===== src/rtl/wpg_pkg.sv =====
package wpg_pkg;
  localparam int OPW     = 8;
  localparam int N_DESTR = 9;
  localparam logic [OPW-1:0] DESTR_OPS [N_DESTR] = '{
    8'hC0, 8'h50, 8'hCA, 8'hC5, 8'hCD, 8'h30, 8'h31, 8'h38, 8'h3C};
  localparam logic [7:0] ST_READY = 8'h50;
  localparam logic [7:0] ST_ABORT = 8'h51;
  localparam logic [7:0] ER_NONE  = 8'h00;
  localparam logic [7:0] ER_ABORT = 8'h04;
  typedef enum logic {MODE_GUARD = 1'b0, MODE_SLEEP = 1'b1} gate_mode_e;
endpackage


===== src/rtl/wpg_sync.sv =====
module wpg_sync #(
  parameter int   STAGES = 2,
  parameter logic INIT   = 1'b1
) (
  input  logic clk,
  input  logic rst,
  input  logic d,
  output logic q
);
  logic [STAGES-1:0] chain;
  generate
    for (genvar i = 0; i < STAGES; i++) begin : g_stage
      always_ff @(posedge clk) begin
        if (rst) chain[i] <= INIT;
        else if (i == 0) chain[i] <= d;
        else chain[i] <= chain[(i == 0) ? 0 : i-1];
      end
    end
  endgenerate
  assign q = chain[STAGES-1];
endmodule


===== src/rtl/wpg_classify.sv =====
module wpg_classify
  import wpg_pkg::*;
#(
  parameter logic [OPW-1:0] MODESEL_OP = 8'hFA
) (
  input  logic [OPW-1:0] op,
  output logic           destr,
  output logic           modesel
);
  logic [N_DESTR-1:0] hit;
  generate
    for (genvar i = 0; i < N_DESTR; i++) begin : g_cmp
      assign hit[i] = (op == DESTR_OPS[i]);
    end
  endgenerate
  assign destr   = |hit;
  assign modesel = (op == MODESEL_OP);
endmodule


===== src/rtl/wpg_ctrl.sv =====
module wpg_ctrl
  import wpg_pkg::*;
(
  input  logic       clk,
  input  logic       rst,
  input  logic       pin_act,
  input  logic       cmd_stb,
  input  logic       destr,
  input  logic       modesel,
  input  logic       arg_bit,
  input  logic       cmd_done,
  input  logic       mode_i,
  output logic       exec_o,
  output logic       rej_o,
  output logic       irq_o,
  output logic [7:0] status_o,
  output logic [7:0] err_o,
  output logic       standby_o,
  output logic       mode_we_o,
  output logic       mode_wd_o
);
  logic busy, pd_req;
  logic sleep_mode;
  assign sleep_mode = (gate_mode_e'(mode_i) == MODE_SLEEP);

  always_ff @(posedge clk) begin
    if (rst) begin
      busy      <= 1'b0;
      pd_req    <= 1'b0;
      standby_o <= 1'b0;
      exec_o    <= 1'b0;
      rej_o     <= 1'b0;
      irq_o     <= 1'b0;
      mode_we_o <= 1'b0;
      mode_wd_o <= 1'b0;
      status_o  <= ST_READY;
      err_o     <= ER_NONE;
    end else begin
      exec_o    <= 1'b0;
      rej_o     <= 1'b0;
      irq_o     <= 1'b0;
      mode_we_o <= 1'b0;
      if (standby_o) begin
        busy   <= 1'b0;
        pd_req <= 1'b0;
      end else if (busy) begin
        if (sleep_mode && pin_act) pd_req <= 1'b1;
        if (cmd_done) begin
          busy   <= 1'b0;
          irq_o  <= 1'b1;
          pd_req <= 1'b0;
          if (pd_req || (sleep_mode && pin_act)) standby_o <= 1'b1;
        end
      end else if (cmd_stb) begin
        if (!sleep_mode && pin_act && destr) begin
          rej_o    <= 1'b1;
          irq_o    <= 1'b1;
          status_o <= ST_ABORT;
          err_o    <= ER_ABORT;
        end else begin
          exec_o   <= 1'b1;
          busy     <= 1'b1;
          status_o <= ST_READY;
          err_o    <= ER_NONE;
          pd_req   <= sleep_mode && pin_act;
          if (modesel) begin
            mode_we_o <= 1'b1;
            mode_wd_o <= arg_bit;
          end
        end
      end
    end
  end

  // a reject carries the abort codes and an interrupt, never a forward
  a_r2_reject_codes: assert property (@(posedge clk) disable iff (rst)
    rej_o |-> (status_o == ST_ABORT && err_o == ER_ABORT && irq_o && !exec_o));
  // lockout holds until reset
  a_r7_standby_holds: assert property (@(posedge clk) disable iff (rst)
    standby_o |=> standby_o);
  // no activity while locked
  a_r7_locked_quiet: assert property (@(posedge clk) disable iff (rst)
    standby_o |-> (!exec_o && !rej_o && !mode_we_o));
  // a mode write only accompanies a forwarded command
  a_r9_mode_with_exec: assert property (@(posedge clk) disable iff (rst)
    mode_we_o |-> exec_o);
  // no rejection in sleep mode
  a_r5_no_reject_sleep: assert property (@(posedge clk) disable iff (rst)
    (cmd_stb && sleep_mode && !busy && !standby_o) |=> !rej_o);
endmodule


===== src/rtl/wpd_cmd_gate.sv =====
module wpd_cmd_gate
  import wpg_pkg::*;
#(
  parameter int              SYNC_STAGES = 2,
  parameter logic [OPW-1:0]  MODESEL_OP  = 8'hFA
) (
  input  logic           clk,
  input  logic           hard_rst,
  input  logic           por_rst,
  input  logic           guard_n,
  input  logic           cmd_stb,
  input  logic [OPW-1:0] cmd_op,
  input  logic [7:0]     cmd_arg,
  input  logic           cmd_done,
  input  logic           mode_i,
  output logic           exec_o,
  output logic           rej_o,
  output logic           irq_o,
  output logic [7:0]     status_o,
  output logic [7:0]     err_o,
  output logic           standby_o,
  output logic           mode_we_o,
  output logic           mode_wd_o
);
  logic rst, pin_sync, destr, modesel;
  assign rst = hard_rst | por_rst;

  wpg_sync #(.STAGES(SYNC_STAGES), .INIT(1'b1)) u_sync (
    .clk(clk), .rst(rst), .d(guard_n), .q(pin_sync));

  wpg_classify #(.MODESEL_OP(MODESEL_OP)) u_cls (
    .op(cmd_op), .destr(destr), .modesel(modesel));

  wpg_ctrl u_ctrl (
    .clk(clk), .rst(rst), .pin_act(!pin_sync), .cmd_stb(cmd_stb),
    .destr(destr), .modesel(modesel), .arg_bit(cmd_arg[0]),
    .cmd_done(cmd_done), .mode_i(mode_i),
    .exec_o(exec_o), .rej_o(rej_o), .irq_o(irq_o),
    .status_o(status_o), .err_o(err_o), .standby_o(standby_o),
    .mode_we_o(mode_we_o), .mode_wd_o(mode_wd_o));
endmodule


===== config.mk =====
export PLATFORM = sky130hd
export DESIGN_NAME = wpd_cmd_gate
export DESIGN_NICKNAME = d
export VERILOG_FILES = /design/src/rtl/wpg_pkg.sv /design/src/rtl/wpg_sync.sv /design/src/rtl/wpg_classify.sv /design/src/rtl/wpg_ctrl.sv /design/src/rtl/wpd_cmd_gate.sv
export SDC_FILE = /design/constraint.sdc
export NUM_CORES = 1
export LEC_CHECK = 0
export ABC_AREA = 1
export BUFFER_PORTS_ARGS = -buffer_cell sky130_fd_sc_hd__buf_2
export CAP_MARGIN = 5
export CORE_MARGIN = 1
export CORE_UTILIZATION = 42
export DETAILED_ROUTE_END_ITERATION = 16
export GPL_ROUTABILITY_DRIVEN = 1
export MAX_ROUTING_LAYER = met4
export PLACE_DENSITY_LB_ADDON = 0.2
export SLEW_MARGIN = 20
export SYNTH_ARGS = -nofsm -noshare
export SYNTH_HDL_FRONTEND = slang
export SYNTH_HIERARCHICAL = 1
export SYNTH_SLANG_ARGS = --single-unit
export TNS_END_PERCENT = 10

===== constraint.sdc =====
create_clock -name clk -period 1.17 [get_ports clk]
set_input_delay 0.0585 -clock clk [delete_from_list [all_inputs] [get_ports clk]]
set_output_delay 0.0585 -clock clk [all_outputs]
set_load 0.05 [all_outputs]

==> results.md <==
* CP required at 1.11 ns
* Syn avg cell area at 6.30 um2
* CP Buf/Inv Count at 1
* Leakage at 0.534 nW
* Global-route wire length before repair at 2190 um
* Internal Power at around 0.56 mW
* CTS Buf Count at 3
* Antenna-violating nets left at 0
* Yosys top cell area share at ~28%
* Worst hold path type: input pin to flop
* Synth top area cells: dfxtp_1 28%, nand2_1 16%, buf_4 15%
* Clock insertion delay at the later pin of the skew report at 0.27 ns
* Crit path time final at 1.04 ns
* Crit. End Element: output port
* Num ports at 45
* Hold buffers post-CTS at 1
* Pre-Repair DR Iteration Count at 4
* Status: completed
* DRC viols at 0
* Root buffer cell: clkbuf_4
* Net Sw Frac at 35.3%
* Reg clk slew, reported paths at about 0.070 ns
* Critical Path, Cell by Cell: buf_2
* Share of cells above drive strength 1 at 28.0%
* Synth Area in Adders at 0%
* Maximum buffer depth of the clock tree at 2
* Yosys reg bits at 11
* Total grt overflow at 0
* Post-synthesis compound-gate area fraction at 4.85%
* Hold Slack at 0.0884 ns
* RSZ-0062 raised after global routing: no
* GRT Total Usage at between 10% and 20%
* Fin crit share at 89.0%
* Row cnt at 15
* Leading cell type in the layout, fill and taps excluded: nand2_1
* H-tree depth at 1
* IO Port Bufs at 23
* Critical-path top delay cell: dfxtp_1
* CP Class: flop to output port
* Syn-to-layout area delta at 16.8%
* Diode count at 0
* Most frequent cells in the layout: 32 x nand2_1, 23 x buf_2, 20 x inv_1
* Postcts setup bufs at 0
* Simple-gate share of the synthesized area at between 40% and 50%
* Synthesis warning total at 6
* Critical path startpoint category: flop
* Post-CTS Resized at 0
* Fin Clk Skew at between 0.002 and 0.003 ns
* Fill count at 210
* Final Hold Fails at 0
* NumNets Final at 174
* Seq pwr share at 44.2%
* Final WL at between 1000 and 1500 um
* CTS tree: yes
* Reg area at 220 um2
* Yosys cell types at 19
* Drt via density at 4.15
* Worst path max stage delay at 0.42 ns
* Die height at 44.9 um
* Fin. max-slew vios at 0
* Largest net degree at the start of global routing at 8
* Power, Total at 0.870 mW
* Chip width at about 45 um
* Clock share of power at 28.9%
* Maximum clock frequency at 0.960 GHz
* Final Setup Violations at 0
* Largest area contributor in the netlist: dfxtp_1
* Via Count at 726
* Cell count after synthesis at ~120
* DPL Wire Length at 1110 um
* CTS sink cnt at 11
* CP max FO at 4
* Post-synth design cell area at 774 um2
* Multi-input logic area at 404 um2
* Initial DRC Count at 6
* Max-Cap Viols at 0
* NetSw at 0.308 mW
* Vias in the first global route at 596
* Pwr dens at between 900 and 1000 mW/mm2
* Setup TNS at 0 ns
* Largest family of logic cells by synthesized area: simple AND/OR/NAND/NOR gates
* Mux contribution to synthesized area at 0%
* Starting density of the core at 44.9%
* WL/cell at 7.69 um
* Initial antenna violation count at 0
* Floorplan core area at 0.00173 mm2
* Comb power frac at 26.8%
* Final GP Congestion at ~0.8
* Synth Area in XOR/XNOR at 0%
* Register area share after synthesis at between 20% and 30%
* Kind of cell adding the most delay to the critical path: flip-flops
* Max rail drop VDD at about 0.00071 V
* Worst EP arrival at 0.98 ns
* Die ar. at between 0.002 and 0.0025 mm2
==> stage by stage <==
step	worst slack (ns)	cell area, um2	instances	utilization [%]
6_report	0.128	905	175	52.4
3_3_place_gp	0.00418	868	170	50.3
3_5_place_dp	-0.0331	868	170	50.3
2_1_floorplan	0.0475	820	135	-
5_1_grt	0.0736	905	175	52.4
4_1_cts	0.101	905	175	52.4
==> flip-flops by register name (all words and copies together) (netlist names) <==
| register | cells |
|---|---|
| u_sync/q | 1 |
| u_ctrl/standby_o | 1 |
| u_ctrl/pd_req | 1 |
| u_ctrl/mode_wd_o | 1 |
| u_ctrl/irq_o | 1 |
| u_ctrl/err_o | 1 |
| u_sync/chain | 1 |
| u_ctrl/mode_we_o | 1 |
| u_ctrl/exec_o | 1 |
| u_ctrl/busy | 1 |
| u_ctrl/rej_o | 1 |
==> path summary, 6_finish.rpt <==
kind	start	to	slack (ns)	cells past startpoint
setup / recovery	u_ctrl/standby_o	standby_o	0.13	1
hold / removal	cmd_done	u_ctrl/irq_o	0.09	3
setup reg to reg	u_ctrl/busy	u_ctrl/mode_wd_o	0.22	7
hold reg to reg	u_sync/chain[0]	u_sync/q	0.43	2
==> synthesized netlist by cell type <==
master and count:
conb_1 2, nand2_2 5, nand3_2 2, nand2_1 32, nor4_1 1, nor2_1 14, nor2_2 2, nand3_1 6
nand4_1 1, a21oi_1 3, nor3b_2 1, o21ai_0 1, a21o_1 1, o21ai_1 2, inv_1 20, nor2_4 2
inv_2 2, dfxtp_1 11, buf_4 15
==> logic make-up (layout without fill, tap and decap cells) <==
| logic type | after synthesis | after routing |
|---|---|---|
| other | 2 | 14 |
| AND/OR/NAND/NOR | 66 | 66 |
| AO/OA/AOI/OAI | 7 | 7 |
| buffers and inverters | 37 | 52 |
| flip-flops | 11 | 11 |
==> metal layers <==
metal / vias up / share of wire, % / GRT usage [%] / routed length [um]
met4: 0 / 0 / 1.82 / 0
met3: 0 / 8.1 / 7.20 / 109
met1: 301 / 47 / 17.5 / 635
li1: 396 / - / - / -
met2: 29 / 45 / 24.9 / 600
met5: - / 0 / - / 0
==> layout make-up <==
| class | count | share of cell area (%) |
|---|---|---|
| inverters | 22 | 9.13 |
| repair buffers | 26 | 15.5 |
| multi-input cells | 87 | 44.7 |
| flip-flops and latches | 11 | 24.3 |
| well taps | 25 | 3.46 |
| clock buffers | 4 | 2.90 |
==> power by group through the flow <==
stage | Combinational, mW | Sequential, mW | Clock [mW]
3_5_place_dp | 0.230 | 0.394 | 0
4_1_cts | 0.233 | 0.385 | 0.266
3_3_place_gp | 0.227 | 0.393 | 0
5_1_grt | 0.254 | 0.385 | 0.281
6_report | 0.234 | 0.385 | 0.252
2_1_floorplan | 0.207 | 0.404 | 0
Note: power is estimated with default switching activity, not from simulation.
